===== config.mk =====
export PLATFORM = sky130hd
export DESIGN_NAME = dsp_acc_alu
export DESIGN_NICKNAME = d
export VERILOG_FILES = /design/src/rtl/dsp_acc_alu_pkg.sv /design/src/rtl/dsp_acc_alu_core.sv /design/src/rtl/dsp_acc_alu_flags.sv /design/src/rtl/dsp_acc_alu.sv
export SDC_FILE = /design/constraint.sdc
export NUM_CORES = 1
export LEC_CHECK = 0
export ABC_AREA = 1
export BUFFER_PORTS_ARGS = -buffer_cell sky130_fd_sc_hd__buf_2
export CAP_MARGIN = 20
export CORE_UTILIZATION = 60
export CTS_CLUSTER_SIZE = 30
export DETAILED_ROUTE_END_ITERATION = 16
export MAX_ROUTING_LAYER = met4
export PLACE_DENSITY_LB_ADDON = 0.08
export SLEW_MARGIN = 20
export SYNTH_ARGS = -nofsm -noshare
export SYNTH_HDL_FRONTEND = slang
export SYNTH_SLANG_ARGS = --single-unit

===== constraint.sdc =====
create_clock -name clk -period 3.1 [get_ports clk]
set_input_delay 0.31 -clock clk [delete_from_list [all_inputs] [get_ports clk]]
set_output_delay 0.31 -clock clk [all_outputs]
set_load 0.02 [all_outputs]

===== src/rtl/dsp_acc_alu_pkg.sv =====
package dsp_acc_alu_pkg;
  localparam int OP_W = 4;

  typedef enum logic [OP_W-1:0] {
    OP_NOP  = 4'd0,
    OP_AND  = 4'd1,
    OP_OR   = 4'd2,
    OP_XOR  = 4'd3,
    OP_ADD  = 4'd4,
    OP_SUB  = 4'd5,
    OP_ADDW = 4'd6,
    OP_SHR  = 4'd7,
    OP_ROR  = 4'd8,
    OP_SHL  = 4'd9,
    OP_ROL  = 4'd10,
    OP_ROLB = 4'd11
  } alu_op_e;

  function automatic logic op_is_logic(input logic [OP_W-1:0] code);
    return (code == OP_AND) || (code == OP_OR) || (code == OP_XOR);
  endfunction

  function automatic logic op_is_hold(input logic [OP_W-1:0] code);
    return (code == OP_NOP) || (code > OP_ROLB);
  endfunction
endpackage


===== src/rtl/dsp_acc_alu_core.sv =====
module dsp_acc_alu_core
  import dsp_acc_alu_pkg::*;
#(
  parameter int LOW_W  = 32,
  parameter int HIGH_W = 16,
  parameter int ROT_B  = 8
) (
  input  logic [OP_W-1:0]         op_code,
  input  logic [LOW_W-1:0]        acl,
  input  logic [HIGH_W-1:0]       ach,
  input  logic [LOW_W-1:0]        pl,
  input  logic [HIGH_W-1:0]       ph,
  output logic [LOW_W+HIGH_W-1:0] res,
  output logic                    cy,
  output logic                    wide,
  output logic                    hold
);
  localparam int FULL_W = LOW_W + HIGH_W;

  logic [LOW_W:0]  sum_n;
  logic [LOW_W:0]  dif_n;
  logic [FULL_W:0] sum_w;
  logic [LOW_W-1:0] narrow;
  logic             narrow_cy;

  assign sum_n = {1'b0, acl} + {1'b0, pl};
  assign dif_n = {1'b0, acl} - {1'b0, pl};
  assign sum_w = {1'b0, ach, acl} + {1'b0, ph, pl};

  always_comb begin
    narrow    = '0;
    narrow_cy = 1'b0;
    wide      = 1'b0;
    hold      = 1'b0;
    case (op_code)
      OP_AND:  narrow = acl & pl;
      OP_OR:   narrow = acl | pl;
      OP_XOR:  narrow = acl ^ pl;
      OP_ADD:  {narrow_cy, narrow} = sum_n;
      OP_SUB:  {narrow_cy, narrow} = dif_n;
      OP_ADDW: wide = 1'b1;
      OP_SHR: begin
        narrow    = {1'b0, acl[LOW_W-1:1]};
        narrow_cy = acl[0];
      end
      OP_ROR: begin
        narrow    = {acl[0], acl[LOW_W-1:1]};
        narrow_cy = acl[0];
      end
      OP_SHL: begin
        narrow    = {acl[LOW_W-2:0], 1'b0};
        narrow_cy = acl[LOW_W-1];
      end
      OP_ROL: begin
        narrow    = {acl[LOW_W-2:0], acl[LOW_W-1]};
        narrow_cy = acl[LOW_W-1];
      end
      OP_ROLB: begin
        narrow    = {acl[LOW_W-ROT_B-1:0], acl[LOW_W-1:LOW_W-ROT_B]};
        narrow_cy = acl[LOW_W-ROT_B];
      end
      default: hold = 1'b1;
    endcase
  end

  assign res = wide ? sum_w[FULL_W-1:0] : {{HIGH_W{1'b0}}, narrow};
  assign cy  = wide ? sum_w[FULL_W] : narrow_cy;
endmodule


===== src/rtl/dsp_acc_alu_flags.sv =====
module dsp_acc_alu_flags #(
  parameter int LOW_W  = 32,
  parameter int HIGH_W = 16
) (
  input  logic [LOW_W+HIGH_W-1:0] res,
  input  logic                    wide,
  output logic                    zf,
  output logic                    sf
);
  localparam int FULL_W = LOW_W + HIGH_W;

  logic z_n, z_w;
  assign z_n = (res[LOW_W-1:0] == '0);
  assign z_w = z_n && (res[FULL_W-1:LOW_W] == '0);
  assign zf  = wide ? z_w : z_n;
  assign sf  = wide ? res[FULL_W-1] : res[LOW_W-1];
endmodule


===== src/rtl/dsp_acc_alu.sv =====
module dsp_acc_alu
  import dsp_acc_alu_pkg::*;
#(
  parameter int LOW_W  = 32,
  parameter int HIGH_W = 16,
  parameter int ROT_B  = 8
) (
  input  logic                    clk,
  input  logic                    rst,
  input  logic                    op_valid,
  input  logic [OP_W-1:0]         op_code,
  input  logic [LOW_W-1:0]        acl,
  input  logic [HIGH_W-1:0]       ach,
  input  logic [LOW_W-1:0]        pl,
  input  logic [HIGH_W-1:0]       ph,
  output logic [LOW_W+HIGH_W-1:0] result,
  output logic                    carry,
  output logic                    zero,
  output logic                    sign
);
  localparam int FULL_W = LOW_W + HIGH_W;

  logic [FULL_W-1:0] c_res;
  logic              c_cy, c_wide, c_hold, c_zf, c_sf;

  dsp_acc_alu_core #(.LOW_W(LOW_W), .HIGH_W(HIGH_W), .ROT_B(ROT_B)) u_core (
    .op_code (op_code),
    .acl     (acl),
    .ach     (ach),
    .pl      (pl),
    .ph      (ph),
    .res     (c_res),
    .cy      (c_cy),
    .wide    (c_wide),
    .hold    (c_hold)
  );

  dsp_acc_alu_flags #(.LOW_W(LOW_W), .HIGH_W(HIGH_W)) u_flags (
    .res  (c_res),
    .wide (c_wide),
    .zf   (c_zf),
    .sf   (c_sf)
  );

  always_ff @(posedge clk) begin
    if (rst) begin
      result <= '0;
      carry  <= 1'b0;
      zero   <= 1'b0;
      sign   <= 1'b0;
    end else if (op_valid && !c_hold) begin
      result <= c_res;
      carry  <= c_cy;
      zero   <= c_zf;
      sign   <= c_sf;
    end
  end


  p_reset_clear_r1: assert property (@(posedge clk)
    rst |=> (result == '0 && !carry && !zero && !sign));

  p_logic_no_carry_r2: assert property (@(posedge clk) disable iff (rst)
    (op_valid && op_is_logic(op_code)) |=> !carry);

  p_add_carry_r3: assert property (@(posedge clk) disable iff (rst)
    (op_valid && op_code == OP_ADD) |=>
      ({carry, result[LOW_W-1:0]} == ({1'b0, $past(acl)} + {1'b0, $past(pl)})));

  p_borrow_r4: assert property (@(posedge clk) disable iff (rst)
    (op_valid && op_code == OP_SUB) |=> (carry == ($past(acl) < $past(pl))));

  p_wide_add_r5: assert property (@(posedge clk) disable iff (rst)
    (op_valid && op_code == OP_ADDW) |=>
      ({carry, result} == ({1'b0, $past(ach), $past(acl)} + {1'b0, $past(ph), $past(pl)})));

  p_right_carry_r6: assert property (@(posedge clk) disable iff (rst)
    (op_valid && (op_code == OP_SHR || op_code == OP_ROR)) |=> (carry == $past(acl[0])));

  p_left_carry_r7: assert property (@(posedge clk) disable iff (rst)
    (op_valid && (op_code == OP_SHL || op_code == OP_ROL)) |=> (carry == $past(acl[LOW_W-1])));

  p_byte_carry_r8: assert property (@(posedge clk) disable iff (rst)
    (op_valid && op_code == OP_ROLB) |=> (carry == $past(acl[LOW_W-ROT_B])));

  p_zero_means_empty_r9: assert property (@(posedge clk) disable iff (rst)
    zero |-> (result == '0));

  p_hold_r10: assert property (@(posedge clk) disable iff (rst)
    (!op_valid || op_is_hold(op_code)) |=>
      ($stable(result) && $stable(carry) && $stable(zero) && $stable(sign)));
endmodule


==> metrics.cfg <==
[final_layout]
layout-area-overhead-vs-synth_pct=18.9
fillers=1529
num-nets-final=2462
drive_above_1_share_pct=15.6

[sta]
fmax_mhz=328
final_setup_vio_count=0
number_of_pins_with_negative_max_slew_slack_in_the_final_report=0
final.setup_skew_ns=0
layout_min_cycle_time_ns=3.05
worst_slew_margin_pct=33.1
worst_pin_slew_ns=1.00
post_route_fraction_of_the_period_consumed_by_the_critical_path_pct=98.3
post-route-worst-setup-slack_ns=0.0512
fin_worst_hold_slack_ns=0.382
hold_violations=0
tns_ns=0

[yosys]
yosys.area.top_type=sky130_fd_sc_hd__nand2_1
seq_area_frac_synth_pct=9.66
synth_enable_flop_cells=0
synth.net_count=2215
synth.ff_latch_count=51
syn-cell-area_sq_um=10600
synthDistinctLibCells=45
synth_warnings=0
post_synth_main_area_contributors=sky130_fd_sc_hd__nand2_1 (20%), sky130_fd_sc_hd__ha_1 (13%), sky130_fd_sc_hd__inv_1 (12%), sky130_fd_sc_hd__dfxtp_1 (9.7%), sky130_fd_sc_hd__nand3_1 (9.5%)
synthTopCellsByCount=sky130_fd_sc_hd__nand2_1 (557), sky130_fd_sc_hd__inv_1 (336), sky130_fd_sc_hd__nor2_1 (252)
synthesis.instances=1998
post-synth-top-count-cell=sky130_fd_sc_hd__nand2_1
post-synth-top-area-fraction_pct=19.8
synth-async-reset-ratio_pct=0
post_synth_top_flop=sky130_fd_sc_hd__dfxtp_1
mean_cell_area_of_the_mapped_netlist_sq_um=5.29

[placement]
place_ws_ns=-0.0585
placement.io_buffers=153
gp_routability_congestion=1.16
dp.final_hpwl_mm=40.0

[critical_path]
worst-path-max-fanout=7
crit_path_cell_trace=buf_2 -> inv_1 -> ha_1 -> nor2_1 -> buf_4 -> nand3_1 -> nor2_2 -> nand2_1 -> nand3_2 -> nand2_1 -> nand3_1 -> nand2_1 -> nand3_1 -> nand4_1 -> nor2_1 -> nand3_1 -> nor2_1 -> nand3_1 -> a21oi_2
critPathTopFamily=simple AND/OR/NAND/NOR gates
critical-path-slowest-cell=sky130_fd_sc_hd__ha_1
cp.required_ns=3.34
cp-start-kind=input pin
critical_path_arrival_ns=3.29
critical-path-max-stage-delay_ns=0.43
sort_of_element_at_the_end_of_the_critical_path=flip-flop
timing.critical_path.buf_inv=3
path_common_cell=sky130_fd_sc_hd__nand3_1
ff2ff_setup_slack_ns=2.28
worstSetupPathType=in2reg

[drt]
route.detailed.wl_per_inst_um=20.1
remaining_drc_errors=0
vias=15300
route.antenna.remaining_nets=0
number_of_vias_per_cell=6.20
firstDrtPassIters=7
drt_first_iter_violations=2304
route.layer.met1.wl_mm=16.9
routed-wl-met3_mm=7.70
highest-signal-layer=met4
total_length_of_routed_wires_mm=49.8
routed_wl_met2_mm=20.5

[clock_tree]
tritoncts_clock_tree=yes
worstSkewPairLatency_ns=0.29
ctsRootBufferMaster=sky130_fd_sc_hd__clkbuf_16
cts.sink_count=51
cts_buffers=5
clkSlewWorstSetupHoldPaths_ns=0.07
cts.path.max_buffers=2
htree_levels=2
hold_fix_buffers_at_cts=0

[min_path]
min-delay-path-class=in2reg

[pwr]
p_per_area_nw_per_um2=283
peakVddDrop_uv=539
cellLeakagePower_uw=0.00729

[job]
max_cap_viol_count=0

[global_routing]
first_global_vias=14100
maximum_number_of_pins_on_one_net_before_global_route_repair=80
grt_pass1_wl_mm=74.5
grt_use_total_pct=55.2
gr-total-overflow=0
grt_antenna_before_repair=1

[die]
die_w_um=135
die_area_sq_um=18200
floorplan.die.height_um=135
initial_utilization_pct=61.3
fp.coreArea_sq_um=17200
row_count=48
pin_count=154

[outcome]
run_status=finished clean

metrics by stage:
stage	area (sq um)	std cells	utilization (%)	power, uW
global placement	12400	2460	72.0	2820
CTS	12500	2468	72.8	3410
global route	12600	2472	72.9	3720
detailed placement	12400	2460	72.0	2860
finish	12600	2472	72.9	3550
floorplan	10600	1998	-	2020
registers in the layout, summed over array words and instances, names as in the netlist:
signal  count
sign        1
carry       1
zero        1
result     48
where the power goes:
part           leakage, uW  internal, uW  switching [uW]  total, uW
sequential        0.000421           708            28.8        737
combinational      0.00679           761            1510       2270
clock            0.0000734           295             251        547
total              0.00729          1760            1790       3550
final timing paths:
check                           startpoint    endpoint  cells after the start
worst min register to register   result[8]   result[8]                      2
worst max register to register  result[11]  result[11]                      2
worst max-delay path                acl[4]        zero                     19
worst min-delay path                   rst        zero                      2
logic make-up after synthesis:
kind of cell,Yosys count,share of synthesized area (%)
compound gates,299,15.9
flops,51,9.66
xor+xnor,2,0.166
fa+ha+maj,114,13.6
buf+inv,406,15.5
simple gates,1126,45.1
placed cells by master (no fill, tap or decap), types with 5 or more instances in the layout:
| master | netlist | routed |
|---|---|---|
| sky130_fd_sc_hd__buf_2 | 15 | 153 |
| sky130_fd_sc_hd__nor2_2 | 9 | 11 |
| sky130_fd_sc_hd__clkbuf_16 | 0 | 5 |
| sky130_fd_sc_hd__o22ai_1 | 60 | 60 |
| sky130_fd_sc_hd__ha_1 | 112 | 112 |
| sky130_fd_sc_hd__o21ai_1 | 5 | 5 |
| sky130_fd_sc_hd__o211ai_1 | 13 | 13 |
| sky130_fd_sc_hd__nor3_1 | 27 | 27 |
| sky130_fd_sc_hd__nand3b_1 | 6 | 6 |
| sky130_fd_sc_hd__buf_4 | 16 | 141 |
| sky130_fd_sc_hd__nand2_1 | 557 | 557 |
| sky130_fd_sc_hd__o21bai_1 | 9 | 9 |
| sky130_fd_sc_hd__nor2_1 | 252 | 250 |
| sky130_fd_sc_hd__nand4_1 | 47 | 47 |
| sky130_fd_sc_hd__a21oi_1 | 100 | 100 |
| sky130_fd_sc_hd__o21ai_0 | 95 | 95 |
| sky130_fd_sc_hd__dfxtp_1 | 51 | 51 |
| sky130_fd_sc_hd__inv_2 | 11 | 12 |
| sky130_fd_sc_hd__nand2_2 | 9 | 9 |
| sky130_fd_sc_hd__inv_1 | 336 | 336 |
| sky130_fd_sc_hd__nand3_1 | 200 | 200 |
metal layers:
metal | vias to the layer above | GRT usage, %
met5 | - | -
met1 | 6675 | 60.4
met3 | 419 | 19.5
met4 | 0 | 41.4
li1 | 6921 | -
met2 | 1319 | 82.5
cell type report:
class	count	area, sq um	area share (%)
diodes	1	2.50	0.0199
inverters	348	1310	10.4
clock buffers	5	125	0.995
multi-input cells	1541	7920	63.0
flip-flops and latches	51	1020	8.12
well taps	225	282	2.24
repair buffers	298	1900	15.1
clock inverters	3	15.0	0.119
what timing repair did:
item | CTS | global route
endpoints found under the setup margin | 0 | 1
setup buffers | 0 | 3
endpoints found under the hold margin | 0 | 0
resized for setup | 0 | 1
(Power assumes the default switching activity.)
